<file path="src/rtl/trig_pkg.sv">
package trig_pkg;
  // Smallest divisor a stage accepts; smaller written values are raised to it.
  localparam int unsigned MIN_DIV = 2;
endpackage

</file>
<file path="src/rtl/trig_div_loader.sv">
module trig_div_loader #(
  parameter int unsigned DIV_W  = 16,
  parameter int unsigned BYTE_W = 8
) (
  input  logic              clk,
  input  logic              rst_n,
  input  logic              wr_i,
  input  logic [BYTE_W-1:0] byte_i,
  output logic [DIV_W-1:0]  div_o,
  output logic              commit_o
);
  localparam int unsigned NB       = DIV_W / BYTE_W;
  localparam int unsigned PW       = (NB > 1) ? $clog2(NB) : 1;
  localparam int unsigned LAST_IDX = NB - 1;
  localparam logic [PW-1:0] LAST   = PW'(LAST_IDX);
  localparam logic [DIV_W-1:0] FLOOR = DIV_W'(trig_pkg::MIN_DIV);

  logic [PW-1:0]    ptr_q;
  logic [DIV_W-1:0] asm_q;
  logic [DIV_W-1:0] full_w;
  logic [DIV_W-1:0] clamp_w;

  always_comb begin
    full_w = asm_q;
    full_w[LAST_IDX*BYTE_W +: BYTE_W] = byte_i;
    clamp_w = (full_w < FLOOR) ? FLOOR : full_w;
  end

  always_ff @(posedge clk) begin
    if (!rst_n) begin
      ptr_q    <= '0;
      asm_q    <= '0;
      div_o    <= FLOOR;
      commit_o <= 1'b0;
    end else begin
      commit_o <= 1'b0;
      if (wr_i) begin
        if (ptr_q == LAST) begin
          div_o    <= clamp_w;
          ptr_q    <= '0;
          commit_o <= 1'b1;
        end else begin
          asm_q[int'(ptr_q)*BYTE_W +: BYTE_W] <= byte_i;
          ptr_q <= ptr_q + PW'(1);
        end
      end
    end
  end

  assert_commit_after_write_R3: assert property (@(posedge clk) disable iff (!rst_n)
    commit_o |-> $past(wr_i));
endmodule

</file>
<file path="src/rtl/trig_cascade_stage.sv">
module trig_cascade_stage #(
  parameter int unsigned CNT_W = 16
) (
  input  logic             clk,
  input  logic             rst_n,
  input  logic             step_i,
  input  logic             restart_i,
  input  logic             take_i,
  input  logic [CNT_W-1:0] pend_i,
  output logic             tc_o
);
  localparam logic [CNT_W-1:0] ONE     = CNT_W'(1);
  localparam logic [CNT_W-1:0] RST_VAL = CNT_W'(trig_pkg::MIN_DIV);

  logic [CNT_W-1:0] cnt_q;
  logic [CNT_W-1:0] act_q;
  logic [CNT_W-1:0] reload_w;

  assign tc_o     = step_i && (cnt_q == ONE);
  assign reload_w = take_i ? pend_i : act_q;

  always_ff @(posedge clk) begin
    if (!rst_n) begin
      act_q <= RST_VAL;
    end else if (take_i) begin
      act_q <= pend_i;
    end
  end

  always_ff @(posedge clk) begin
    if (!rst_n) begin
      cnt_q <= RST_VAL;
    end else if (restart_i) begin
      cnt_q <= reload_w;
    end else if (step_i) begin
      cnt_q <= tc_o ? reload_w : (cnt_q - ONE);
    end
  end

  assert_cnt_nonzero_R4: assert property (@(posedge clk) disable iff (!rst_n)
    cnt_q != '0);
  assert_hold_idle_R5: assert property (@(posedge clk) disable iff (!rst_n)
    (!step_i && !restart_i) |=> $stable(cnt_q));
endmodule

</file>
<file path="src/rtl/trig_strobe_out.sv">
module trig_strobe_out (
  input  logic clk,
  input  logic rst_n,
  input  logic fire_i,
  output logic load_no,
  output logic event_o
);
  always_ff @(posedge clk) begin
    if (!rst_n) begin
      load_no <= 1'b1;
      event_o <= 1'b0;
    end else begin
      load_no <= !fire_i;
      event_o <= fire_i;
    end
  end
endmodule

</file>
<file path="src/rtl/dac_trigger_divider.sv">
module dac_trigger_divider #(
  parameter int unsigned HALF_W = 16,
  parameter int unsigned BYTE_W = 8
) (
  input  logic              clk,
  input  logic              rst_n,
  input  logic              tick_en,
  input  logic              gate_n,
  input  logic              wr_en,
  input  logic              wr_stage,
  input  logic [BYTE_W-1:0] wr_byte,
  output logic              load_n,
  output logic              trig_evt
);
  localparam int unsigned NSTG = 2;

  logic [HALF_W-1:0] pend_div [NSTG];
  logic              commit_w [NSTG];
  logic              tc_w     [NSTG];
  logic              step_w   [NSTG];
  logic              stg_wr   [NSTG];
  logic              restart;
  logic              fire;
  logic              take;

  // Gate closed: any completed divisor restarts the whole chain.
  assign restart = gate_n && (commit_w[0] || commit_w[1]);
  assign fire    = tc_w[NSTG-1];
  assign take    = fire || restart;

  for (genvar g = 0; g < NSTG; g++) begin : gen_stage
    assign stg_wr[g] = wr_en && ((g == 0) ? !wr_stage : wr_stage);
    if (g == 0) begin : gen_base
      assign step_w[g] = tick_en && !gate_n;
    end else begin : gen_chain
      assign step_w[g] = tc_w[g-1];
    end

    trig_div_loader #(.DIV_W(HALF_W), .BYTE_W(BYTE_W)) u_load (
      .clk      (clk),
      .rst_n    (rst_n),
      .wr_i     (stg_wr[g]),
      .byte_i   (wr_byte),
      .div_o    (pend_div[g]),
      .commit_o (commit_w[g])
    );

    trig_cascade_stage #(.CNT_W(HALF_W)) u_cnt (
      .clk       (clk),
      .rst_n     (rst_n),
      .step_i    (step_w[g]),
      .restart_i (restart),
      .take_i    (take),
      .pend_i    (pend_div[g]),
      .tc_o      (tc_w[g])
    );
  end

  trig_strobe_out u_out (
    .clk     (clk),
    .rst_n   (rst_n),
    .fire_i  (fire),
    .load_no (load_n),
    .event_o (trig_evt)
  );

  assert_pulse_width_R6: assert property (@(posedge clk) disable iff (!rst_n)
    !load_n |=> load_n);
  assert_evt_matches_R6: assert property (@(posedge clk) disable iff (!rst_n)
    trig_evt == !load_n);
  assert_fire_needs_tick_R9: assert property (@(posedge clk) disable iff (!rst_n)
    $fell(load_n) |-> $past(tick_en));
  assert_gate_blocks_R5: assert property (@(posedge clk) disable iff (!rst_n)
    gate_n |=> load_n);
endmodule

</file>
<file path="config.mk">
export PLATFORM = sky130hd
export DESIGN_NAME = dac_trigger_divider
export DESIGN_NICKNAME = d
export VERILOG_FILES = /design/src/rtl/trig_pkg.sv /design/src/rtl/trig_div_loader.sv /design/src/rtl/trig_cascade_stage.sv /design/src/rtl/trig_strobe_out.sv /design/src/rtl/dac_trigger_divider.sv
export SDC_FILE = /design/constraint.sdc
export NUM_CORES = 1
export LEC_CHECK = 0
export ABC_CLOCK_PERIOD_IN_PS = 3010
export BUFFER_PORTS_ARGS = -buffer_cell sky130_fd_sc_hd__buf_2
export CORE_ASPECT_RATIO = 0.75
export CORE_UTILIZATION = 30
export DETAILED_ROUTE_END_ITERATION = 10
export PLACE_DENSITY = 0.48
export RECOVER_POWER = 25
export SYNTH_ARGS = -nofsm -noshare
export SYNTH_HDL_FRONTEND = slang
export SYNTH_SLANG_ARGS = --single-unit
</file>
<file path="constraint.sdc">
create_clock -name clk -period 3.01 [get_ports clk]
set_clock_uncertainty 0.1 [all_clocks]
set_input_delay 0.602 -clock clk [delete_from_list [all_inputs] [get_ports clk]]
set_output_delay 0.602 -clock clk [all_outputs]
set_load 0.02 [all_outputs]
</file>
==> impl_results.md <==
* Post-synth top flop: dfxtp_1
* Sw Pwr at 0.810 mW
* Post-CTS Hold Buffers at 0
* Type of the worst min-delay path: reg -> reg
* Clk network pwr share at approximately 41%
* Post_cts resized at 0
* Ys Warns at 0
* Sw Share at around 27%
* Crit path buf inv count at 0
* Largest net degree at the start of global routing at between 40 and 50
* N_diodes at 0
* Worst-Skew Late Latency at ~340 ps
* Power share of the combinational group at between 10% and 20%
* Number of synthesized flops with an enable pin at 0
* Vias in the first global route at 4212
* Placed Cells at 774
* Cell count after synthesis at approximately 560
* DRC viols at 0
* Synth Register Bits at ~100
* Row count at 39
* Die area at 16300 sq um
* Status: finished clean
* Crit path max-delay cell type: or4b_1
* Max-slew headroom at 32.2%
* Vias per cell at roughly 5.6
* Setup Viol. Count Final at 0
* Max FO, Critical Path at 8
* Initial DRC Count at about 400
* Slew at the pin closest to its max-slew limit at around 1000 ps
* Global route total overflow at 0
* Total negative setup slack at 0 ps
* Tot GR Track Use at 19.3%
* Post-Layout Inst Area at 5470 sq um
* Leakage at between 2 and 2.5 nW
* DIE WIDTH at between 100 and 150 microns
* Core ar. at 15300 sq um
* P per Cell Area at 549 nW/um^2
* Die Ht at approximately 110 microns
* Routability cong. at 0.938
* Synthesized area at approximately 4700 sq um
* Via count at 4449
* DP Worst Slack at 311 ps
* Number of max-cap violations at 0
* Synth async-reset ratio at 0%
* Share of power burned in registers at between 40 and 50%
* DR pass1 iterations at 5
* Fin nets at between 500 and 600
* Worst Setup Path Type: reg -> reg
* Hold WS at roughly 360 ps
* Fmax at ~0.36 GHz
* Critical path launch point type: flip-flop
* Synthesized Nets at between 500 and 600
* Inserted Clock Buffers at 9
* Unrepaired setup endpoints after global routing: no
* Crit path DAT at slightly below 3000 ps
* Worst Path Required at 3150 ps
* Minimum clock period at 2760 ps
* CTS tree: done
* Post-Layout Cell Count at 790
* Final hold violations at 0
* Share of cells above drive strength 1 at ~12%
* VDD IR max at 0.294 mV
* Fin crit share at about nine tenths
* Clk sink count at approximately 100
* Routed WL per cell at approximately 19 microns
* ANT nets after route at 0
* Max Root-Sink Buffers at 2
* Clock-pin slew on the worst setup and hold paths at around 70 ps
* Max incr delay on CP at between 500 and 600 ps
* First-pass GRT wire length at roughly 25 mm
* DP HPWL at 11.0 mm
* P&R area growth vs syn at 15.5%
* Count of cell types in the netlist at slightly above 60
* Port buffer count at 15
* Sequential share of the synthesized area at 43.2%
* Worst setup margin at about 250 ps
* Worst path cell trace: ha_1 -> or4b_1 -> nand4b_1 -> and4_1 -> a211o_1 -> a32o_1
* H-tree levels at 3
* Post-CTS Setup Bufs at 0
* Placement Cell Area at roughly 5200 sq um
* Slew Viols, Final at 0
* Int Power at 2.19 mW
* Final Routed Wirelength at 15.4 mm
* Top delay family on crit path: simple AND/OR/NAND/NOR gates
* Critical Path End Type: flip-flop
* Num ports at 16
* CTS Root Cell: clkbuf_16
* Initial Util at 30.9%
* Mapped Avg Cell Area at 8.41 sq um
* Initial antenna violation count at 0
-- power by group through the flow --
stage	sequential [mW]	clock, mW	combinational, mW
finish	1.42	1.22	0.359
global route	1.43	1.30	0.389
CTS	1.42	1.25	0.353
detailed placement	1.45	0	0.350
global placement	1.45	0	0.352
floorplan	1.44	0	0.224
-- cell usage after synthesis (5+ instances only) --
cell | n | area [sq um]
a22o_1 | 22 | 193
a211oi_1 | 6 | 45.0
nor2_1 | 44 | 165
o211ai_1 | 7 | 52.6
nand4_1 | 8 | 50.1
nand3_1 | 12 | 60.1
a311oi_1 | 5 | 43.8
mux2i_1 | 19 | 190
dfxtp_1 | 102 | 2040
clkbuf_1 | 33 | 124
nor3_1 | 19 | 95.1
a21oi_1 | 43 | 215
nor4_1 | 11 | 68.8
nand2_1 | 73 | 274
o221ai_1 | 6 | 52.6
or4_1 | 6 | 45.0
inv_1 | 13 | 48.8
a31oi_1 | 8 | 50.1
o21ai_0 | 35 | 175
-- path summary, 6_finish.rpt --
path,startpoint,to,slack (ps),cells after the start
max,gen_stage[1].u_cnt.cnt_q[0],gen_stage[0].u_cnt.cnt_q[12],250,6
max reg2reg,gen_stage[1].u_cnt.cnt_q[0],gen_stage[0].u_cnt.cnt_q[12],250,6
min reg2reg,gen_stage[0].u_cnt.act_q[14],gen_stage[0].u_cnt.act_q[14],360,2
min,gen_stage[0].u_cnt.act_q[14],gen_stage[0].u_cnt.act_q[14],360,2
-- sequential cells by signal, indices dropped and copies added (netlist names) --
name / cells
gen_stage.u_cnt.cnt_q: 32
gen_stage.u_load.ptr_q: 2
gen_stage.u_load.asm_q: 16
gen_stage.u_load.div_o: 32
u_out.event_o: 1
gen_stage.u_load.commit_o: 2
u_out.load_no: 1
gen_stage.u_cnt.act_q: 16
-- cell usage in the layout, fill, tap and decap left out, types with 7 or more instances in the layout --
cell | synthesis | routed
nor2_1 | 44 | 44
buf_2 | 2 | 14
inv_1 | 13 | 13
nand4_1 | 8 | 8
mux2i_1 | 19 | 19
buf_4 | 0 | 30
nor4_1 | 11 | 11
clkbuf_16 | 0 | 9
nor3_1 | 19 | 19
dfxtp_1 | 102 | 102
nand3_1 | 12 | 12
a31oi_1 | 8 | 7
o21ai_0 | 35 | 35
nand2_1 | 73 | 73
o211ai_1 | 7 | 7
a21oi_1 | 43 | 43
a22o_1 | 22 | 22
-- cell families after synthesis --
kind of cell,after synthesis,synth area share (%)
flops,102,43.2
xor+xnor,3,0.555
mux,19,4.02
simple gates,201,20.4
fa+ha+maj,4,1.06
buf+inv,56,4.97
compound gates,178,25.8
-- metal layers --
| metal | share of wire [%] | global-route usage, % | wire length, microns | up-vias |
|---|---|---|---|---|
| li1 | - | - | - | 2134 |
| met1 | 51 | 30.2 | 7810 | 2073 |
| met3 | 9.8 | 5.10 | 1500 | 22 |
| met2 | 38 | 25.5 | 5860 | 220 |
| met5 | 0 | 0 | 0 | - |
| met4 | 1.3 | 4.81 | 195 | 0 |
-- final cells by class --
class                      count  area (sq um)
clock buffer                  11           243
fill                        1607          9850
multi-input combinational    405          2460
inverter                      14          52.6
tap                          205           256
sequential                   102          2040
timing repair buffer          48           344
clock inverter                 5          65.1
-- tightest hold or removal path: stages (launching register included) --
cell	delay, ps
dfxtp_1	310
nand2_1	50
a21oi_1	50
-- stage by stage --
stage               total power, mW  util [%]
finish                         3.00      35.7
global route                   3.12      35.7
CTS                            3.02      35.7
detailed placement             1.80      33.7
global placement               1.80      33.7
floorplan                      1.66         -
Power figures use the tool's default switching activity.
